$ cat config.mk
export PLATFORM = sky130hd
export DESIGN_NAME = alu_flag_unit
export DESIGN_NICKNAME = d
export VERILOG_FILES = /design/src/rtl/alu_flag_pkg.sv /design/src/rtl/alu_arith.sv /design/src/rtl/alu_logic.sv /design/src/rtl/alu_flag_calc.sv /design/src/rtl/alu_flag_unit.sv
export SDC_FILE = /design/constraint.sdc
export NUM_CORES = 1
export LEC_CHECK = 0
export ABC_AREA = 1
export ABC_CLOCK_PERIOD_IN_PS = 4400
export BUFFER_PORTS_ARGS = -buffer_cell sky130_fd_sc_hd__buf_2
export CAP_MARGIN = 40
export CORE_MARGIN = 10
export CORE_UTILIZATION = 64
export DETAILED_ROUTE_END_ITERATION = 8
export GPL_TIMING_DRIVEN = 0
export MAX_ROUTING_LAYER = met4
export PLACE_DENSITY = 0.95
export REMOVE_ABC_BUFFERS = 1
export SLEW_MARGIN = 20
export SYNTH_ARGS = -nofsm -noshare
export SYNTH_HDL_FRONTEND = slang
export SYNTH_SLANG_ARGS = --single-unit
$ cat constraint.sdc
create_clock -name clk_i -period 4.4 [get_ports clk_i]
set_clock_uncertainty 0.05 [all_clocks]
set_input_delay 0.44 -clock clk_i [delete_from_list [all_inputs] [get_ports clk_i]]
set_output_delay 0.44 -clock clk_i [all_outputs]
set_load 0.01 [all_outputs]
$ cat src/rtl/alu_flag_pkg.sv
package alu_flag_pkg;
  typedef enum logic [2:0] {
    OP_ADD = 3'd0,
    OP_ADC = 3'd1,
    OP_SUB = 3'd2,
    OP_SBB = 3'd3,
    OP_AND = 3'd4,
    OP_OR  = 3'd5,
    OP_XOR = 3'd6,
    OP_MOV = 3'd7
  } alu_op_e;

  localparam int FLAG_N = 6;
  localparam int F_CY = 0;
  localparam int F_PA = 1;
  localparam int F_AC = 2;
  localparam int F_ZR = 3;
  localparam int F_SG = 4;
  localparam int F_OV = 5;
endpackage

$ cat src/rtl/alu_arith.sv
module alu_arith #(
  parameter int WIDTH  = 16,
  parameter int LOW_W  = 8,
  parameter int NIB_W  = 4
) (
  input  logic [WIDTH-1:0] a_i,
  input  logic [WIDTH-1:0] b_i,
  input  logic             sub_i,
  input  logic             cin_i,
  input  logic             byte_i,
  output logic [WIDTH-1:0] res_o,
  output logic             cy_o,
  output logic             ac_o,
  output logic             ov_o
);
  logic [WIDTH:0] wide;
  logic [LOW_W:0] narrow;
  logic [NIB_W:0] nib;
  logic a_m, b_m, r_m;

  // borrow shows up as the extra top bit going high on wraparound
  always_comb begin
    if (sub_i) begin
      wide   = {1'b0, a_i} - {1'b0, b_i} - (WIDTH+1)'(cin_i);
      narrow = {1'b0, a_i[LOW_W-1:0]} - {1'b0, b_i[LOW_W-1:0]} - (LOW_W+1)'(cin_i);
      nib    = {1'b0, a_i[NIB_W-1:0]} - {1'b0, b_i[NIB_W-1:0]} - (NIB_W+1)'(cin_i);
    end else begin
      wide   = {1'b0, a_i} + {1'b0, b_i} + (WIDTH+1)'(cin_i);
      narrow = {1'b0, a_i[LOW_W-1:0]} + {1'b0, b_i[LOW_W-1:0]} + (LOW_W+1)'(cin_i);
      nib    = {1'b0, a_i[NIB_W-1:0]} + {1'b0, b_i[NIB_W-1:0]} + (NIB_W+1)'(cin_i);
    end
  end

  always_comb begin
    if (byte_i) begin
      res_o = {{(WIDTH-LOW_W){1'b0}}, narrow[LOW_W-1:0]};
      cy_o  = narrow[LOW_W];
      a_m   = a_i[LOW_W-1];
      b_m   = b_i[LOW_W-1];
      r_m   = narrow[LOW_W-1];
    end else begin
      res_o = wide[WIDTH-1:0];
      cy_o  = wide[WIDTH];
      a_m   = a_i[WIDTH-1];
      b_m   = b_i[WIDTH-1];
      r_m   = wide[WIDTH-1];
    end
    ac_o = nib[NIB_W];
    ov_o = sub_i ? ((a_m ^ b_m) & (r_m ^ a_m)) : (~(a_m ^ b_m) & (r_m ^ a_m));
  end
endmodule

$ cat src/rtl/alu_logic.sv
module alu_logic #(
  parameter int WIDTH = 16
) (
  input  logic [WIDTH-1:0] a_i,
  input  logic [WIDTH-1:0] b_i,
  input  logic [1:0]       sel_i,
  output logic [WIDTH-1:0] res_o
);
  always_comb begin
    unique case (sel_i)
      2'd0:    res_o = a_i & b_i;
      2'd1:    res_o = a_i | b_i;
      2'd2:    res_o = a_i ^ b_i;
      default: res_o = b_i;
    endcase
  end
endmodule

$ cat src/rtl/alu_flag_calc.sv
module alu_flag_calc #(
  parameter int WIDTH = 16,
  parameter int LOW_W = 8
) (
  input  logic [WIDTH-1:0] res_i,
  input  logic             byte_i,
  output logic             pa_o,
  output logic             zr_o,
  output logic             sg_o
);
  logic [LOW_W-1:0] par_chain;

  // parity always judged on the low byte
  genvar i;
  generate
    for (i = 0; i < LOW_W; i++) begin : g_par
      if (i == 0) begin : g_first
        assign par_chain[i] = res_i[0];
      end else begin : g_next
        assign par_chain[i] = par_chain[i-1] ^ res_i[i];
      end
    end
  endgenerate

  assign pa_o = ~par_chain[LOW_W-1];
  assign zr_o = byte_i ? (res_i[LOW_W-1:0] == '0) : (res_i == '0);
  assign sg_o = byte_i ? res_i[LOW_W-1] : res_i[WIDTH-1];
endmodule

$ cat src/rtl/alu_flag_unit.sv
module alu_flag_unit
  import alu_flag_pkg::*;
#(
  parameter int WIDTH = 16,
  parameter int LOW_W = 8,
  parameter int NIB_W = 4
) (
  input  logic              clk_i,
  input  logic              rst_ni,
  input  logic [WIDTH-1:0]  op_a_i,
  input  logic [WIDTH-1:0]  op_b_i,
  input  logic [2:0]        op_i,
  input  logic              byte_i,
  input  logic              flag_en_i,
  output logic [WIDTH-1:0]  result_o,
  output logic [FLAG_N-1:0] flags_o
);
  localparam int HI_W = WIDTH - LOW_W;

  alu_op_e           op;
  logic              is_arith, is_sub, use_cin, cin;
  logic [WIDTH-1:0]  arith_res, logic_res, raw_res;
  logic              cy, ac, ov, pa, zr, sg;
  logic [FLAG_N-1:0] flags_q, flags_d;

  assign op       = alu_op_e'(op_i);
  assign is_arith = ~op_i[2];
  assign is_sub   = (op == OP_SUB) || (op == OP_SBB);
  assign use_cin  = (op == OP_ADC) || (op == OP_SBB);
  assign cin      = use_cin & flags_q[F_CY];

  alu_arith #(.WIDTH(WIDTH), .LOW_W(LOW_W), .NIB_W(NIB_W)) u_arith (
    .a_i(op_a_i), .b_i(op_b_i), .sub_i(is_sub), .cin_i(cin), .byte_i(byte_i),
    .res_o(arith_res), .cy_o(cy), .ac_o(ac), .ov_o(ov)
  );

  alu_logic #(.WIDTH(WIDTH)) u_logic (
    .a_i(op_a_i), .b_i(op_b_i), .sel_i(op_i[1:0]), .res_o(logic_res)
  );

  always_comb begin
    raw_res = is_arith ? arith_res : logic_res;
    result_o = byte_i ? {{HI_W{1'b0}}, raw_res[LOW_W-1:0]} : raw_res;
  end

  alu_flag_calc #(.WIDTH(WIDTH), .LOW_W(LOW_W)) u_calc (
    .res_i(result_o), .byte_i(byte_i), .pa_o(pa), .zr_o(zr), .sg_o(sg)
  );

  always_comb begin
    flags_d       = '0;
    flags_d[F_CY] = is_arith & cy;
    flags_d[F_AC] = is_arith & ac;
    flags_d[F_OV] = is_arith & ov;
    flags_d[F_PA] = pa;
    flags_d[F_ZR] = zr;
    flags_d[F_SG] = sg;
  end

  always_ff @(posedge clk_i or negedge rst_ni) begin
    if (!rst_ni)                          flags_q <= '0;
    else if (flag_en_i && op != OP_MOV)   flags_q <= flags_d;
  end

  assign flags_o = flags_q;
endmodule

==> impl_metrics.json <==
{
  "leakage_uw": 0.002615,
  "final_cell_mix": "nand2_1, inv_1, nand3_1",
  "maxCapViolCount": 0,
  "crit_top_cell": "nand2_1",
  "yosysSeqAreaShare": 0.03862,
  "syn_area_um2": 3887,
  "syn_area_per_cell_um2": 5.610,
  "end_kind": "primary output",
  "wl_met3_mm": 1.084,
  "die_area_um2": 9591,
  "area_growth_pct": 9.495,
  "grt_pass1_wl_mm": 20.87,
  "hold_violations": 0,
  "routed_via_density": 5.742,
  "cpMaxStageDelayCell": "fa_1",
  "route.met2.wl_mm": 6.096,
  "clk_pin_slew_worst_paths_ns": 0.03,
  "drt-total-wl_mm": 13.06,
  "worst_slew_pin_slew_ns": 0.6624,
  "drive_gt1_frac": 0.1394,
  "drc": 0,
  "yosys.area_share.simple": 0.4136,
  "grt_pass1_vias": 4393,
  "clkSinkCount": 6,
  "r2r_start": "flags_o[0]",
  "muxShareOfSynthArea": 0,
  "cpPeakStageDelay_ns": 0.50,
  "status": "finished clean",
  "grt_max_degree": 22,
  "die_y_um": 97.94,
  "cts_resized": 0,
  "maxSlewHeadroom": 0.5573,
  "tns_ns": 0,
  "cts_buffers": 3,
  "gp_congestion": 0.9724,
  "coreArea_um2": 5921,
  "hold_class": "reg -> reg",
  "fin_crit_ns": 4.096,
  "synth_compound_area_frac": 0.1532,
  "ys_ff_latch": 6,
  "reg2reg_to": "flags_o[1]",
  "nets": 854,
  "cts_max_path_buffers": 2,
  "crit_chain": "buf_2, inv_2, nand3_1, inv_1, fa_1, inv_1, ha_1, nor2_1, o21ai_2, nand2_2, nand2_2, nand2_1, nand2_1, nand2_1, nand3_1, nand2_2, nand2_1, nand2_1, inv_1, buf_2",
  "synth_flop_cell": "dfrtp_1",
  "nFillCells": 557,
  "yosysUniqueCellTypes": 39,
  "num_vias": 4714,
  "wl_per_cell_um": 15.90,
  "crit_required_ns": 3.91,
  "yosys_warnings": 0,
  "cp.buffers_inverters": 6,
  "h-tree-depth": 1,
  "worstSetupStartpointType": "primary input",
  "n_antenna_cell": 0,
  "root_buffer": "clkbuf_8",
  "synth_fa_ha_area_frac": 0.2234,
  "min_to": "flags_o[1]",
  "synth_top_family_by_area": "simple AND/OR/NAND/NOR gates",
  "io_buffers": 60,
  "max_freq_mhz": 244.2,
  "slew_violations": 0,
  "setup_ws_ns": 0.3042,
  "setup_viol": 0,
  "final_common_cell": "nand2_1",
  "min_from": "flags_o[1]",
  "hold_depth": 2,
  "cts_tree": "done",
  "largest_reg_flops": 6,
  "pre_cts_slack_ns": 0.3919,
  "p_per_area_nw_per_um2": 189.0,
  "dp_hpwl_mm": 10.44,
  "overflow": 0,
  "regToRegSetupSlack_ns": 1.17,
  "clock_latency_ns": 0.22,
  "wl_met1_mm": 5.269,
  "peakVddDrop_mv": 0.1687,
  "top_level_ports": 61,
  "top_layer": "met4",
  "async_reset_ff_frac": 1.000,
  "grt_use_total": 0.2611,
  "rr_worst_depth": 19,
  "rsz0062_at_grt": "no",
  "fin_crit_sh": 0.9309,
  "chipWidth_um": 97.94,
  "crit_type": "in -> out",
  "dp.cells": 817,
  "initial_utilization": 0.6566,
  "antenna_found_initial": 0,
  "syn_inst": 693,
  "cp_max_fo": 21,
  "cp_top_family": "simple AND/OR/NAND/NOR gates",
  "rows": 28,
  "fin_cells": 821,
  "drt_iter0_markers": 465,
  "antenna_left": 0,
  "crit_arrival_ns": 3.61,
  "post_synth_xor_area_fraction": 0.009012,
  "firstDrtPassIters": 6,
  "synth_edf_count": 0
}
cells by family after synthesis:
| family | Yosys count |
|---|---|
| buffers and inverters | 155 |
| DFF | 6 |
| xor gates and xnor gates | 4 |
| and+or+nand+nor | 364 |
| AOI/OAI and AO/OA | 97 |
| adders and majority gates | 67 |
cell usage after synthesis, drive strengths merged (3+ instances only):
cell	number	area, um^2
ha	63	788.3
fa	4	80.08
nor2	46	200.2
xor2	3	26.28
nor3	5	25.02
o211ai	4	30.03
nand4	5	31.28
a21oi	33	172.7
inv	143	539.3
buf	11	87.58
o21bai	3	22.52
o21ai	28	151.4
o221ai	3	26.28
a221oi	7	61.31
nand3b	3	22.52
o21a	4	30.03
a31oi	8	50.05
dfrtp	6	150.1
nand3	79	435.4
nand2	224	880.9
power by group:
part           switching, uW  internal (uW)  leakage [uW]
Combinational            429            225       0.00252
Clock                   23.6           58.8     0.0000216
Sequential              4.68           64.1     0.0000778
what timing repair did:
item                      4_1_cts  5_1_grt
buffers inserted                0        0
hold endpoints to repair        6        0
hold buffers                    1        0
layout make-up:
type | count | area, um^2 | share of cell area
clock buffer | 3 | 41.29 | 0.009700
inverter | 143 | 539.3 | 0.1267
multi-input combinational | 532 | 3107 | 0.7299
sequential | 6 | 150.1 | 0.03527
tap | 75 | 93.84 | 0.02205
timing repair buffer | 62 | 325.3 | 0.07643
worst max-delay path by stage:
stage	from	to	slack, ns	cells after the start
after floorplan	op_i[2]	flags_o[1]	1.16	19
after global placement	op_i[2]	result_o[15]	0.41	20
after detailed placement	op_i[2]	result_o[15]	0.39	20
after CTS	op_i[2]	result_o[15]	0.38	20
after global routing	op_i[2]	result_o[15]	0.11	20
final	op_i[2]	result_o[15]	0.30	20
stage by stage:
| stage | power, uW | hold WS (ns) | utilization | instance area [um^2] |
|---|---|---|---|---|
| after global placement | 683.1 | 0.2138 | 0.7077 | 4190 |
| after detailed placement | 702.3 | 0.2237 | 0.7103 | 4205 |
| after floorplan | 517.1 | 0.09441 | - | 3796 |
| final | 804.6 | 0.4167 | 0.7189 | 4257 |
| after global routing | 879.9 | 0.4599 | 0.7189 | 4257 |
| after CTS | 790.5 | 0.4238 | 0.7189 | 4257 |
tightest hold or removal path, stage by stage (launching register included):
cell	delay (ns)
dfrtp_1	0.33
nand2_1	0.05
nand2_1	0.06
per-layer routing:
metal | track usage | vias to the layer above
li1 | - | 2319
met1 | 0.3066 | 2088
met2 | 0.4345 | 250
met3 | 0.03171 | 57
met4 | 0.1174 | 0
met5 | - | -
(Power assumes the default switching activity.)
